## src/rtl/clk_align_pkg.sv

```systemverilog
package clk_align_pkg;
  localparam int CNT_W_DEF      = 7;
  localparam int ROW_W_DEF      = 4;
  localparam int SYNC_DEPTH_DEF = 8;

  typedef enum logic [1:0] {
    STEP_HOLD = 2'd0,
    STEP_UP   = 2'd1,
    STEP_DOWN = 2'd2
  } step_e;
endpackage

```

## src/rtl/clk_align_sync.sv

```systemverilog
module clk_align_sync #(
  parameter int SYNC_DEPTH = clk_align_pkg::SYNC_DEPTH_DEF
) (
  input  logic clk,
  input  logic rst,
  input  logic fb_a,
  input  logic fb_b,
  input  logic det_sel,
  output logic phase
);
  localparam int CHAIN = SYNC_DEPTH - 1;

  logic [1:0]       fb_in;
  logic [1:0]       det_q;
  logic             sel_q;
  logic [CHAIN-1:0] chain_q;

  assign fb_in = {fb_b, fb_a};

  // strap is captured only while reset is held
  always_ff @(posedge clk) begin
    if (rst) sel_q <= det_sel;
  end

  // two alternative detector flops, one per feedback input
  for (genvar k = 0; k < 2; k++) begin : g_det
    always_ff @(posedge clk) begin
      if (rst) det_q[k] <= 1'b0;
      else     det_q[k] <= fb_in[k];
    end
  end

  // hardening chain behind the chosen detector
  for (genvar s = 0; s < CHAIN; s++) begin : g_chain
    if (s == 0) begin : g_first
      always_ff @(posedge clk) begin
        if (rst) chain_q[0] <= 1'b0;
        else     chain_q[0] <= det_q[sel_q];
      end
    end else begin : g_next
      always_ff @(posedge clk) begin
        if (rst) chain_q[s] <= 1'b0;
        else     chain_q[s] <= chain_q[s-1];
      end
    end
  end

  assign phase = chain_q[CHAIN-1];

  a_r10_strap_locked: assert property (@(posedge clk) disable iff (rst)
    1'b1 |=> $stable(sel_q));
endmodule

```

## src/rtl/clk_align_step.sv

```systemverilog
module clk_align_step
  import clk_align_pkg::*;
#(
  parameter int CNT_W      = CNT_W_DEF,
  parameter int SYNC_DEPTH = SYNC_DEPTH_DEF
) (
  input  logic             clk,
  input  logic             rst,
  input  logic             phase,
  input  logic             auto_en,
  input  logic             force_we,
  input  logic [CNT_W-1:0] force_val,
  output logic [CNT_W-1:0] cnt
);
  localparam int              SETTLE = SYNC_DEPTH;
  localparam int              HOLD_W = $clog2(SETTLE + 1);
  localparam logic [CNT_W-1:0] MAXC  = {CNT_W{1'b1}};

  logic [HOLD_W-1:0] hold_q;
  logic [CNT_W-1:0]  cnt_q;
  step_e             dir;

  always_comb begin
    dir = STEP_HOLD;
    if (auto_en && hold_q == '0) begin
      if (phase) dir = (cnt_q == MAXC)   ? STEP_HOLD : STEP_UP;
      else       dir = (cnt_q == '0)     ? STEP_HOLD : STEP_DOWN;
    end
  end

  always_ff @(posedge clk) begin
    if (rst) begin
      cnt_q  <= '0;
      hold_q <= HOLD_W'(SETTLE);
    end else if (!auto_en) begin
      hold_q <= HOLD_W'(SETTLE);
      if (force_we) cnt_q <= force_val;
    end else if (hold_q != '0) begin
      hold_q <= hold_q - 1'b1;
    end else begin
      hold_q <= HOLD_W'(SETTLE);
      case (dir)
        STEP_UP:   cnt_q <= cnt_q + 1'b1;
        STEP_DOWN: cnt_q <= cnt_q - 1'b1;
        default:   cnt_q <= cnt_q;
      endcase
    end
  end

  assign cnt = cnt_q;

  a_r3_single_step: assert property (@(posedge clk) disable iff (rst)
    $past(auto_en) |-> ({1'b0, cnt_q} == {1'b0, $past(cnt_q)} ||
                        {1'b0, cnt_q} == {1'b0, $past(cnt_q)} + 1'b1 ||
                        {1'b0, cnt_q} + 1'b1 == {1'b0, $past(cnt_q)}));
  a_r4_quiet_after_step: assert property (@(posedge clk) disable iff (rst)
    (auto_en && $past(auto_en) && !$stable(cnt_q)) |=> $stable(cnt_q));
  a_r6_no_wrap_top: assert property (@(posedge clk) disable iff (rst)
    ($past(auto_en) && $past(cnt_q) == MAXC) |-> cnt_q != '0);
  a_r6_no_wrap_bottom: assert property (@(posedge clk) disable iff (rst)
    ($past(auto_en) && $past(cnt_q) == '0) |-> cnt_q != MAXC);
  a_r8_hold_when_off: assert property (@(posedge clk) disable iff (rst)
    (!auto_en && !force_we) |=> $stable(cnt_q));
endmodule

```

## src/rtl/clk_align_decode.sv

```systemverilog
module clk_align_decode #(
  parameter int CNT_W = clk_align_pkg::CNT_W_DEF,
  parameter int ROW_W = clk_align_pkg::ROW_W_DEF
) (
  input  logic                clk,
  input  logic                rst,
  input  logic [CNT_W-1:0]    cnt,
  output logic [2**CNT_W-1:0] sel_row,
  output logic [2**CNT_W-1:0] sel_col
);
  localparam int COL_W = CNT_W - ROW_W;
  localparam int ROWS  = 2**ROW_W;
  localparam int COLS  = 2**COL_W;
  localparam int CELLS = 2**CNT_W;

  logic [ROWS-1:0] row_q;
  logic [COLS-1:0] col_q;

  always_ff @(posedge clk) begin
    if (rst) begin
      row_q <= ROWS'(1);
      col_q <= COLS'(1);
    end else begin
      row_q <= ROWS'(1) << cnt[CNT_W-1:COL_W];
      col_q <= COLS'(1) << cnt[COL_W-1:0];
    end
  end

  for (genvar i = 0; i < CELLS; i++) begin : g_cell
    assign sel_row[i] = row_q[i / COLS];
    assign sel_col[i] = col_q[i % COLS];
  end

  a_r9_one_row: assert property (@(posedge clk) disable iff (rst)
    $countones(row_q) == 1);
  a_r9_one_col: assert property (@(posedge clk) disable iff (rst)
    $countones(col_q) == 1);
  a_r9_row_tracks: assert property (@(posedge clk) disable iff (rst)
    1'b1 |=> row_q[$past(cnt[CNT_W-1:COL_W])]);
  a_r9_one_cell: assert property (@(posedge clk) disable iff (rst)
    $countones(sel_row & sel_col) == 1);
endmodule

```

## src/rtl/clk_align_ctrl.sv

```systemverilog
module clk_align_ctrl
  import clk_align_pkg::*;
#(
  parameter int CNT_W      = CNT_W_DEF,
  parameter int ROW_W      = ROW_W_DEF,
  parameter int SYNC_DEPTH = SYNC_DEPTH_DEF
) (
  input  logic                clk,
  input  logic                rst,
  input  logic                fb_clk_a,
  input  logic                fb_clk_b,
  input  logic                det_sel,
  input  logic                auto_en,
  input  logic                force_we,
  input  logic [CNT_W-1:0]    force_val,
  output logic [CNT_W-1:0]    dly_cnt,
  output logic                phase_bit,
  output logic [2**CNT_W-1:0] cell_row,
  output logic [2**CNT_W-1:0] cell_col
);
  logic             phase_s;
  logic [CNT_W-1:0] cnt_s;

  clk_align_sync #(.SYNC_DEPTH(SYNC_DEPTH)) u_sync (
    .clk(clk), .rst(rst), .fb_a(fb_clk_a), .fb_b(fb_clk_b),
    .det_sel(det_sel), .phase(phase_s));

  clk_align_step #(.CNT_W(CNT_W), .SYNC_DEPTH(SYNC_DEPTH)) u_step (
    .clk(clk), .rst(rst), .phase(phase_s), .auto_en(auto_en),
    .force_we(force_we), .force_val(force_val), .cnt(cnt_s));

  clk_align_decode #(.CNT_W(CNT_W), .ROW_W(ROW_W)) u_dec (
    .clk(clk), .rst(rst), .cnt(cnt_s),
    .sel_row(cell_row), .sel_col(cell_col));

  assign dly_cnt   = cnt_s;
  assign phase_bit = phase_s;

  a_r1_reset_count: assert property (@(posedge clk)
    $past(rst) |-> dly_cnt == '0);
endmodule

```

## config.mk

```make
export PLATFORM = sky130hd
export DESIGN_NAME = clk_align_ctrl
export DESIGN_NICKNAME = d
export VERILOG_FILES = /design/src/rtl/clk_align_pkg.sv /design/src/rtl/clk_align_sync.sv /design/src/rtl/clk_align_step.sv /design/src/rtl/clk_align_decode.sv /design/src/rtl/clk_align_ctrl.sv
export SDC_FILE = /design/constraint.sdc
export NUM_CORES = 1
export LEC_CHECK = 0
export ABC_AREA = 1
export BUFFER_PORTS_ARGS = -buffer_cell sky130_fd_sc_hd__buf_4
export CORE_AREA = 8 8 103 105
export DETAILED_ROUTE_END_ITERATION = 12
export DIE_AREA = 0 0 111 113
export GPL_ROUTABILITY_DRIVEN = 0
export PLACE_DENSITY = 0.81
export SLEW_MARGIN = 15
export SYNTH_ARGS = -nofsm -noshare
export SYNTH_HDL_FRONTEND = slang
export SYNTH_SLANG_ARGS = --single-unit
```

## constraint.sdc

```tcl
create_clock -name clk -period 6 [get_ports clk]
set_input_delay 0.6 -clock clk [delete_from_list [all_inputs] [get_ports clk]]
set_output_delay 0.6 -clock clk [all_outputs]
set_load 0.02 [all_outputs]
```

== After elaboration in Yosys (flattened, before gate mapping) ==
Cells that the tools add are included.
Cells by class
  add/subtract/negate cells: 3
  magnitude comparators: 1
  equal/unequal tests: 5
  shifts and indexed selects: 2
  mux-type cells: 10
  bitwise gates (word level): 2
  reductions and logical operators: 7
Operators with widths (count)
  $mux 7: 3
  $shl 1x4->16 const A: 1
  $pmux 7 s2: 1
  $shl 1x3->8 const A: 1
  $add 7x1->7 const B: 1
  $eq 7x7->1 const B: 1
  $logic_not 7->1: 1
  $sub 7x1->7 const B: 1
  $mux 2: 3
  $logic_not 4->1: 1
  $reduce_bool 4->1: 1
  $sub 4x1->4 const B: 1
  $mux 1: 3
  $ne 3x1->1 const B: 1
  $reduce_and 3->1: 1
  $reduce_or 3->1: 1
  $eq 2x1->1 const B: 1
  $eq 2x2->1 const B: 1
  $lt 1x2->1 const B: 1
  $ne 2x2->1 const B: 1
  $not 1->1: 2
  $reduce_bool 2->1: 1
  $logic_and 1x1->1: 1
Storage, ports and cells
  register bits after elaboration: 45
  output and inout port bits: 264
  word-level logic and storage cells: 44

== Logic depth before layout (Yosys ltp) ==
Gate-level depths: netlist (run 1).
  depth in word-level cells: 8
  depth in mapped cells: 18
  mapped depth without buffers: 17

== Hierarchy ==
A second synthesis (run 1) with hierarchy kept.
Unflattened totals
  cells, all modules: 462
  area, all modules: 3639.7 sq um
Modules (own cells, without submodules)
  clk_align_decode: times used 1, cells each 306, area an instance 2431.1 sq um, sequential area each 480.5 sq um
  clk_align_step: times used 1, cells each 123, area an instance 899.6 sq um, sequential area each 220.2 sq um
  clk_align_sync: times used 1, cells each 33, area an instance 309.0 sq um, sequential area each 210.2 sq um

== Worst setup path after synthesis (run 1) ==
No wires, ideal clock.
  path kind: in2reg
  start point: in auto_en
  end point: reg u_step.cnt_q[4] (netlist: u_step.cnt[4])
  data arrival time: 2.183 ns
  required time: 5.881 ns
  setup slack: 3.698 ns
  cell stages on the path: 12
  cells stage by stage: buf_6 -> inv_4 -> or2_4 -> nor2_4 -> nand2_4 -> inv_1 -> ha_1 -> a21oi_1 -> o21ai_0 -> xor2_1 -> o21bai_1 -> a21oi_2
On the way
  word-level cells in the longest chain between the ends: 6
  elaborated cells on any way between the ends: 11
  classes of those cells: eq/ne (4); mux (4); reduce/logical (3)
RTL lines
  from (decl): RTL line clk_align_ctrl.sv:13  | input logic auto_en,
  $logic_and 1x1->1: RTL line clk_align_step.sv:25  | if (auto_en && hold_q == '0) begin
  $mux 2: RTL line clk_align_step.sv:25
  $eq 2x2->1 / $eq 2x1->1 (equally long branches): RTL line clk_align_step.sv:42  | case (dir)
  $pmux 7 s2: RTL line clk_align_step.sv:42
  $mux 7: RTL line clk_align_step.sv:38  | end else if (hold_q != '0) begin
  $mux 7: RTL line clk_align_step.sv:35  | end else if (!auto_en) begin
  to (signal assigned): RTL line clk_align_step.sv:37  | if (force_we) cnt_q <= force_val;
  to (signal assigned): RTL line clk_align_step.sv:43  | STEP_UP: cnt_q <= cnt_q + 1'b1;
  to (signal assigned): RTL line clk_align_step.sv:44  | STEP_DOWN: cnt_q <= cnt_q - 1'b1;
  to (decl): RTL line clk_align_step.sv:20  | logic [CNT_W-1:0] cnt_q;
Several ways; a longest one is shown, not always the timed one. The select of a mux whose other input is x is not followed.
A chain may end at the register's enable or synchronous reset.

== Worst setup path in the final report (run 1) ==
  start point: reg u_step.cnt_q[4] (netlist: u_step.cnt[4])
  end point: reg u_step.cnt_q[4] (netlist: u_step.cnt[4])
On the way
  word-level cells in the longest chain between the ends: 8
  elaborated cells on any way between the ends: 15
  classes of those cells: add/sub (2); eq/ne (4); mux (7); reduce/logical (2)
RTL lines
  $eq 7x7->1 / $logic_not 7->1 (equally long branches): RTL line clk_align_step.sv:26, clk_align_step.sv:27
  $mux 1 / $mux 2 (equally long branches): RTL line clk_align_step.sv:26, clk_align_step.sv:27
  $mux 2: RTL line clk_align_step.sv:26  | if (phase) dir = (cnt_q == MAXC) ? STEP_HOLD : STEP_UP;
  $mux 2: RTL line clk_align_step.sv:25
  $eq 2x2->1 / $eq 2x1->1 (equally long branches): RTL line clk_align_step.sv:42
  $pmux 7 s2: RTL line clk_align_step.sv:42
  $mux 7: RTL line clk_align_step.sv:38
  $mux 7: RTL line clk_align_step.sv:35
Several ways; a longest one is shown, not always the timed one. The select of a mux whose other input is x is not followed.

==> impl_metrics.csv, run 1 <==
group,metric,value,unit
detailed_routing,routed_wirelength,9580,um
synth,netlist_top_cells_area,"buf_4, dfxtp_1, nor2_1",
worst_setup_path,cp_slowest_cell,"dfxtp_1",
finish,multi_input_area,782,um2
synth,ys_seq_area_share,25.4,%
worst_setup_path,critPathMostFrequentCell,"inv_1",
synth,synth_fa_ha_area_share,3.00,%
timing,worst_pin_slew,0.491,ns
cts,cts_hold_buf,0,
power,power.switching,0.264,mW
power,leakage,2.34,nW
detailed_routing,route.met2.wl,5120,um
timing,fin_tns_setup,0,ns
timing,slew_headroom,67.2,%
timing,setup_ws,3.63,ns
floorplanning,initial_utilization,40.0,%
global_routing,grt_pass1_wl,14500,um
floorplanning,pin_count,278,
finish,final_area,4150,um2
power,cellPowerDensity,191,nW/um2
worst_setup_path,crit_chain,"inv_1 -> nand2_1 -> nor2_2 -> nand2_2 -> nand2_4 -> inv_1 -> ha_1 -> a21oi_1 -> o21ai_0 -> xor2_1 -> o21bai_1 -> a21oi_2",
timing,clock_skew,0.00494,ns
detailed_routing,drc,0,
timing,final_hold_viol_count,0,
synth,synth_edf_count,1,
worst_setup_path,crit_path_max_incr_delay,0.53,ns
worst_setup_path,critPathKind,"reg -> reg",
outcome,outcome,"complete, no violations",
finish,antenna_cells,0,
worst_setup_path,crit_buf_inv,2,
worst_setup_path,cp_data_required_time,6.19,ns
synth,synth_nets,485,
synth,ys_warn_count,0,
floorplanning,die_y,113,um
detailed_routing,vias,2616,
worst_setup_path,worstPathArrival,2.56,ns
detailed_routing,wl_met1,3380,um
detailed_routing,antenna_left,0,
worst_setup_path,worst_setup_path_end_kind,"register",
synth,synth_top_area_share,48.7,%
cts,htree_levels,2,
timing,drv_slew,0,
floorplanning,dieWidth,111,um
placed_design,placed_area,4040,um2
synth,synth_seq_cells,45,
placed_design,portBuffers,277,
power,vdd_ir_drop_max,0.114,mV
synth,yosys.area.top_type,"buf_4",
timing,finalSetupViolations,0,
synth,synthDistinctLibCells,34,
detailed_routing,drtIter0Drc,207,
synth,avgSynthCellArea,7.76,um2
detailed_routing,top_layer_used,"met4",
synth,synth-xor-area-share,0.731,%
synth,yosysMostFrequentCell,"buf_4",
synth,synth_common_cells,"buf_4, nor2_1, dfxtp_1",
worst_setup_path,cp_max_fo,9,
synth,synth_top_family_by_area,"buffers and inverters",
placed_design,dp_hpwl,8040,um
timing,period_needed,2.37,ns
cts,clk_pin_slew_worst_paths,0.08,ns
cts,cts_tree,"built",
global_routing,antenna_found_initial,0,
synth,ys_async_sr_fraction,0,%
global_routing,grt.total_usage,14.0,%
hold_path,hold_path.class,"reg -> reg",
cts,clockBufferDepth,2,
cts,postCtsSetupRepairBufs,0,
power,switching_share,33.4,%
placed_design,dp_slack,3.37,ns
flow_run,maxCapViolCount,0,
cts,cts_resized,0,
synth,synth-compound-area-share,3.38,%
power,pwr-share-clk,29.5,%
power,pwr-share-comb,28.1,%
detailed_routing,met3_length,916,um
cts,clkLatencyLatePin,0.30,ns
synth,synth-simple-area-share,14.7,%
global_routing,grt_max_degree,17,
finish,areaGrowthSynthToFinish,15.5,%
synth,ys.flop_type,"dfxtp_1",
power,seq_power_share,42.4,%
cts,cts-buffers-inserted,5,
synth,synth_area,3590,um2
global_routing,first_global_vias,2474,
timing,post-route-period-util,39.4,%
detailed_routing,firstDrtPassIters,5,
cts,cts.sinks,45,
floorplanning,rows,35,
floorplanning,coreArea,8980,um2
timing,whs,0.408,ns
timing,rsz0062_at_grt,"false",
cts,cts-root-buf,"clkbuf_8",
power,intPower,0.527,mW
synth,synth_mux_area_share,0,%
global_routing,overflow,0,
timing,clock.fmax,423,MHz
floorplanning,die-area,12500,um2
finish,fill_cells,842,
detailed_routing,wl_per_cell,15.4,um
worst_setup_path,cp-start-kind,"register",
finish,register_area,911,um2
detailed_routing,viasPerCell,4.21,
synth,netlist_instances,463,
finish,nets,532,
finish,drive_above_1_share,58.3,%
worst_setup_path,crit_family,"compound AO/OA/AOI/OAI gates",
## worst reg2reg max path, cell delays in order, from the launching register on
cell	delay, ns
dfxtp_1	0.53
inv_1	0.18
nand2_1	0.11
nor2_2	0.04
nand2_2	0.09
nand2_4	0.08
inv_1	0.16
ha_1	0.31
a21oi_1	0.19
o21ai_0	0.13
xor2_1	0.16
o21bai_1	0.20
a21oi_2	0.07
## metrics by stage
| step | instances | util (%) | power [mW] |
|---|---|---|---|
| after global placement | 614 | 45.0 | 0.562 |
| after global routing | 622 | 46.2 | 0.833 |
| after floorplan | 463 | - | 0.522 |
| after CTS | 622 | 46.2 | 0.802 |
| final | 622 | 46.2 | 0.791 |
| after detailed placement | 614 | 45.0 | 0.567 |
## cells in the final DEF, fill, tap and decap left out, types with 2 or more instances in the layout
cell type  instances
nand2_1           37
clkbuf_8           5
dfxtp_1           44
xnor2_1            2
nor3_1             7
nor2_1            48
nand2_4            2
ha_1               7
a21oi_2            2
o21ai_1            2
buf_4            277
nand2_2            3
clkinv_4           2
a21oi_1            6
o21ai_0            8
inv_1             27
nand3_1           15
## power groups by stage
stage               clock network, mW  registers, mW  logic (mW)
finish                          0.233          0.335       0.222
global route                    0.256          0.339       0.238
CTS                             0.241          0.336       0.225
detailed placement                  0          0.343       0.224
global placement                    0          0.341       0.221
floorplan                           0          0.344       0.177
## metal layers
metal,vias up,track usage [%]
met4,0,4.23
met2,168,26.2
li1,1277,-
met3,16,5.24
met5,-,0
met1,1155,14.1
## flip-flops by register name, summed over array words and instances (netlist names)
signal          count
u_dec.row_q        16
u_step.hold_q       4
u_sync.phase        1
u_sync.sel_q        1
u_dec.col_q         8
u_sync.det_q        2
u_sync.chain_q      6
u_step.cnt          7
## worst paths after layout
| path | to | startpoint | depth (start not counted) | slack [ns] |
|---|---|---|---|---|
| worst min register to register | u_sync.chain_q[3] | u_sync.chain_q[2] | 2 | 0.41 |
| worst max-delay path | u_step.cnt[4] | u_step.cnt[4] | 12 | 3.63 |
| worst min-delay path | u_sync.chain_q[3] | u_sync.chain_q[2] | 2 | 0.41 |
| worst max register to register | u_step.cnt[4] | u_step.cnt[4] | 12 | 3.63 |
## kinds of logic after synthesis
| family | after synthesis |
|---|---|
| AO/OA/AOI/OAI | 21 |
| XOR/XNOR | 3 |
| adder cells (fa/ha/maj) | 8 |
| buffers and inverters | 268 |
| flip-flops | 45 |
| AND/OR/NAND/NOR | 118 |
## final cells by class
class                   count  area share (%)
repair buffers            277            50.1
inverters                  31            3.02
multi-input cells         150            18.9
clock inverters             2           0.935
well taps                 111            3.35
clock buffers               6            1.75
flip-flops and latches     45            22.0
Note: power is estimated with default switching activity, not from simulation.
==> inputs of run 2 (changes only) <==
--- a/config.mk
+++ b/config.mk
@@ -7,11 +7,11 @@
 export LEC_CHECK = 0
 export ABC_AREA = 1
 export BUFFER_PORTS_ARGS = -buffer_cell sky130_fd_sc_hd__buf_4
-export CORE_AREA = 8 8 103 105
+export CORE_MARGIN = 8
+export CORE_UTILIZATION = 41
 export DETAILED_ROUTE_END_ITERATION = 12
-export DIE_AREA = 0 0 111 113
 export GPL_ROUTABILITY_DRIVEN = 0
-export PLACE_DENSITY = 0.81
+export PLACE_DENSITY = 0.83
 export SLEW_MARGIN = 15
 export SYNTH_ARGS = -nofsm -noshare
 export SYNTH_HDL_FRONTEND = slang
==> constraint.sdc (replaced) <==
create_clock -name clk -period 2.2 [get_ports clk]
set_input_delay 0.22 -clock clk [delete_from_list [all_inputs] [get_ports clk]]
set_output_delay 0.22 -clock clk [all_outputs]
set_load 0.02 [all_outputs]
==> impl_metrics.csv, run 2 (synthesis gave the netlist of run 1 again) <==
group,metric,value,unit
floorplanning,rows,34,
global_routing,grt_max_degree,17,
cts,cts_tree,"built",
finish,final_area,4210,um2
floorplanning,dieWidth,110,um
placed_design,portBuffers,277,
power,cellPowerDensity,496,nW/um2
timing,worst_pin_slew,0.493,ns
cts,cts-root-buf,"clkbuf_8",
cts,cts.sinks,45,
worst_setup_path,cp_data_required_time,2.39,ns
global_routing,antenna_found_initial,0,
worst_setup_path,worst_setup_path_end_kind,"register",
timing,period_needed,2.22,ns
floorplanning,die-area,12000,um2
power,leakage,2.35,nW
timing,slew_headroom,67.1,%
finish,antenna_cells,0,
finish,fill_cells,824,
global_routing,overflow,0,
timing,clock_skew,0.00579,ns
cts,clk_pin_slew_worst_paths,0.09,ns
detailed_routing,drc,0,
detailed_routing,wl_per_cell,15.4,um
timing,post-route-period-util,101,%
cts,clkLatencyLatePin,0.30,ns
cts,cts-buffers-inserted,5,
worst_setup_path,cp_max_fo,4,
timing,final_hold_viol_count,0,
placed_design,dp_hpwl,7960,um
finish,drive_above_1_share,61.0,%
detailed_routing,viasPerCell,4.19,
detailed_routing,routed_wirelength,9600,um
finish,top_register,"u_dec.row_q",
finish,areaGrowthSynthToFinish,17.1,%
floorplanning,coreArea,8590,um2
flow_run,maxCapViolCount,0,
floorplanning,initial_utilization,41.8,%
cts,clockBufferDepth,2,
timing,drv_slew,0,
timing,clock.fmax,450,MHz
timing,setup_ws,-0.0225,ns
global_routing,grt_pass1_wl,13300,um
finish,largest_register_ffs,16,
floorplanning,pin_count,278,
finish,final_common_cell,"buf_4",
timing,finalSetupViolations,1,
detailed_routing,drtIter0Drc,134,
finish,nets,537,
hold_path,hold_path.class,"in -> reg",
detailed_routing,firstDrtPassIters,4,
cts,htree_levels,2,
detailed_routing,vias,2614,
outcome,violations,"setup timing",
power,vdd_ir_drop_max,0.282,mV
worst_setup_path,worstPathArrival,2.41,ns
detailed_routing,antenna_left,0,
placed_design,dp_slack,-0.0313,ns
worst_setup_path,critPathKind,"reg -> reg",
timing,rsz0062_at_grt,"true",
finish,mostFrequentLayoutCells,"buf_4, nor2_1, dfxtp_1",
floorplanning,die_y,110,um
placed_design,placed_area,4070,um2
global_routing,grt.total_usage,13.6,%
timing,fin_tns_setup,-0.0225,ns
cts,cts_hold_buf,0,
outcome,outcome,"complete, but fails checks",
global_routing,first_global_vias,2397,
worst_setup_path,cp-start-kind,"register",
==> run 2: final timing paths <==
path	from	cells past startpoint	to	slack, ns
max	u_step.hold_q[0]	10	u_step.cnt[4]	-0.02
min	det_sel	1	u_sync.sel_q	0.1
max reg2reg	u_step.hold_q[0]	10	u_step.cnt[4]	-0.02
min reg2reg	u_sync.chain_q[2]	2	u_sync.chain_q[3]	0.41
==> run 2: worst max-delay path, cell delays in order, from the launching register on <==
cell and delay (ns):
dfxtp_2 0.33, inv_1 0.08, ha_1 0.17, nand2_2 0.08, nor2_4 0.12, nand2_4 0.10
fa_1 0.44, o21ai_0 0.34, xor2_1 0.14, o21bai_1 0.24, a21oi_2 0.08
==> run 2: final cells by class <==
class                      count  area (um2)  share of cell area, %
timing repair buffer         282        2120                   50.3
sequential                    45         913                   21.7
multi-input combinational    150         813                   19.3
tap                          108         135                   3.21
inverter                      31         130                   3.09
clock buffer                   6        82.6                   1.96
clock inverter                 2        13.8                  0.327
==> run 2: metal layers <==
layer  vias to the layer above  track usage, %  part of all wire (%)
met5                         -               0                     0
met2                       149            26.1                    53
met1                      1157            14.4                    34
met4                         0            3.76                   1.7
li1                       1289               -                     -
met3                        19            3.28                    11
==> run 2: stage by stage <==
step | instances | total power, mW | hold WS [ns] | utilization (%)
2_1_floorplan | 463 | 1.42 | 0.319 | -
3_3_place_gp | 616 | 1.54 | 0.389 | 47.4
3_5_place_dp | 616 | 1.55 | 0.398 | 47.4
4_1_cts | 624 | 2.10 | 0.0882 | 48.5
5_1_grt | 624 | 2.20 | 0.0823 | 48.9
6_report | 624 | 2.09 | 0.0968 | 48.9
==> run 2: power by group <==
group / internal (mW) / switching [mW]
Combinational: 0.259 / 0.384
Clock: 0.255 / 0.289
Sequential: 0.852 / 0.0482
Total: 1.37 / 0.721
==> run 2: repair_timing <==
action,4_1_cts,5_1_grt
cloned,0,0
setup buffers,0,0
gates resized for setup,1,14
setup endpoints to repair,2,4
pin swaps,0,3
==> inputs of run 3 (changes only) <==
--- a/config.mk
+++ b/config.mk
@@ -12,6 +12,7 @@
 export DETAILED_ROUTE_END_ITERATION = 12
 export GPL_ROUTABILITY_DRIVEN = 0
 export PLACE_DENSITY = 0.83
+export RECOVER_POWER = 25
 export SLEW_MARGIN = 15
 export SYNTH_ARGS = -nofsm -noshare
 export SYNTH_HDL_FRONTEND = slang
==> impl_metrics.csv, run 3 (synthesis gave the netlist of run 1 again) <==
group,metric,value,unit
finish,fill_cells,826,
worst_setup_path,crit_path_max_incr_delay,0.44,ns
detailed_routing,viasPerCell,4.18,
detailed_routing,routed_wirelength,9600,um
detailed_routing,wl_per_cell,15.4,um
floorplanning,initial_utilization,41.8,%
floorplanning,coreArea,8590,um2
power,power.switching,0.720,mW
floorplanning,die-area,12000,um2
timing,fin_tns_setup,-0.0439,ns
timing,period_needed,2.24,ns
power,pwr-share-comb,30.8,%
placed_design,dp_hpwl,7960,um
global_routing,grt.total_usage,13.6,%
placed_design,placed_area,4070,um2
detailed_routing,top_layer_used,"met4",
timing,worst_pin_slew,0.493,ns
finish,register_area,913,um2
cts,clockBufferDepth,2,
power,switching_share,34.5,%
cts,cts_hold_buf,0,
hold_path,hold_path.class,"in -> reg",
worst_setup_path,worstPathArrival,2.43,ns
cts,cts-root-buf,"clkbuf_8",
worst_setup_path,worst_setup_path_end_kind,"register",
outcome,outcome,"complete, but fails checks",
placed_design,portBuffers,277,
global_routing,grt_pass1_wl,13300,um
worst_setup_path,crit_chain,"inv_1 -> ha_1 -> nand2_2 -> nor2_4 -> nand2_4 -> fa_1 -> o21ai_0 -> xor2_1 -> o21bai_1 -> a21oi_2",
timing,post-route-period-util,102,%
cts,clk_pin_slew_worst_paths,0.09,ns
cts,htree_levels,2,
floorplanning,pin_count,278,
finish,largest_register_ffs,16,
floorplanning,dieWidth,110,um
finish,top_register,"u_dec.row_q",
cts,cts.sinks,45,
finish,drive_above_1_share,60.7,%
floorplanning,die_y,110,um
detailed_routing,vias,2611,
finish,nets,537,
global_routing,first_global_vias,2397,
worst_setup_path,crit_family,"compound AO/OA/AOI/OAI gates",
timing,final_hold_viol_count,0,
worst_setup_path,crit_buf_inv,1,
timing,clock_skew,0.00542,ns
global_routing,grt_max_degree,17,
finish,fin_util,48.8,%
power,intPower,1.37,mW
flow_run,maxCapViolCount,0,
power,p_total,2.09,mW
finish,mostFrequentLayoutCells,"buf_4, nor2_1, dfxtp_1",
detailed_routing,antenna_left,0,
cts,clkLatencyLatePin,0.30,ns
detailed_routing,route.met2.wl,5090,um
cts,postCtsSetupRepairBufs,0,
worst_setup_path,cp_data_required_time,2.39,ns
cts,cts-buffers-inserted,5,
timing,rsz0062_at_grt,"true",
power,cellPowerDensity,497,nW/um2
power,vdd_ir_drop_max,0.283,mV
finish,final_area,4200,um2
worst_setup_path,cp_max_fo,4,
detailed_routing,firstDrtPassIters,4,
global_routing,antenna_found_initial,0,
finish,final_common_cell,"buf_4",
finish,multi_input_area,813,um2
timing,setup_ws,-0.0439,ns
finish,areaGrowthSynthToFinish,16.9,%
detailed_routing,drtIter0Drc,141,
timing,drv_slew,0,
cts,cts_tree,"built",
global_routing,overflow,0,
power,pwr-share-clk,26.0,%
floorplanning,rows,34,
worst_setup_path,critPathKind,"reg -> reg",
outcome,violations,"setup timing",
detailed_routing,met3_length,1040,um
worst_setup_path,cp-start-kind,"register",
detailed_routing,wl_met1,3300,um
worst_setup_path,cp_slowest_cell,"fa_1",
timing,slew_headroom,67.1,%
power,seq_power_share,43.2,%
finish,antenna_cells,0,
power,leakage,2.34,nW
detailed_routing,drc,0,
timing,finalSetupViolations,1,
timing,clock.fmax,446,MHz
run 3: cell types whose count changed in the layout (fill, tap and decap cells not counted), sizes merged:
cell | before | now
buf | 282 | 279
clkbuf | 6 | 9
run 3: layer usage:
layer	vias to the layer above	global-route usage (%)
met4	0	3.76
met5	-	0
met1	1154	14.4
met2	148	26.1
li1	1290	-
met3	19	3.28
run 3: timing repair:
item | CTS | global route
setup endpoints to repair | 2 | 4
resized for setup | 1 | 14
pin swaps | 0 | 3
hold endpoints to repair | 0 | 0
run 3: final timing paths:
check,start,end,slack (ns),cells after the start
worst max-delay path,u_step.hold_q[0],u_step.cnt[4],-0.04,10
worst max register to register,u_step.hold_q[0],u_step.cnt[4],-0.04,10
worst min-delay path,det_sel,u_sync.sel_q,0.12,1
worst min register to register,u_sync.chain_q[2],u_sync.chain_q[3],0.41,2
run 3: area by class of cell:
cell class	instances	share of cell area, %
tap	108	3.22
clock inverter	2	0.328
multi-input combinational	150	19.4
inverter	31	3.10
clock buffer	6	1.97
sequential	45	21.8
timing repair buffer	282	50.3
run 3: power groups by stage:
stage                     Combinational [mW]  Sequential (mW)  Clock (mW)
after global routing                   0.687            0.910       0.598
final                                  0.642            0.900       0.543
after floorplan                        0.484            0.939           0
after detailed placement               0.635            0.919           0
after CTS                              0.638            0.899       0.564
after global placement                 0.629            0.914           0
run 3: worst register-to-register path: cells and delay by family, from the launching register on:
family	cells	cell delay [ns]
compound gates	3	0.68
xor+xnor	1	0.14
fa+ha+maj	2	0.61
buf+inv	1	0.08
flops	1	0.33
simple gates	3	0.30
run 3: per-stage QoR:
stage                     worst slack [ns]  cells  hold WS [ns]
after global placement               0.125    616         0.389
after detailed placement           -0.0313    616         0.398
after global routing               -0.0946    624         0.105
after CTS                           0.0255    624        0.0882
after floorplan                      0.126    463         0.319
final                              -0.0439    624         0.119
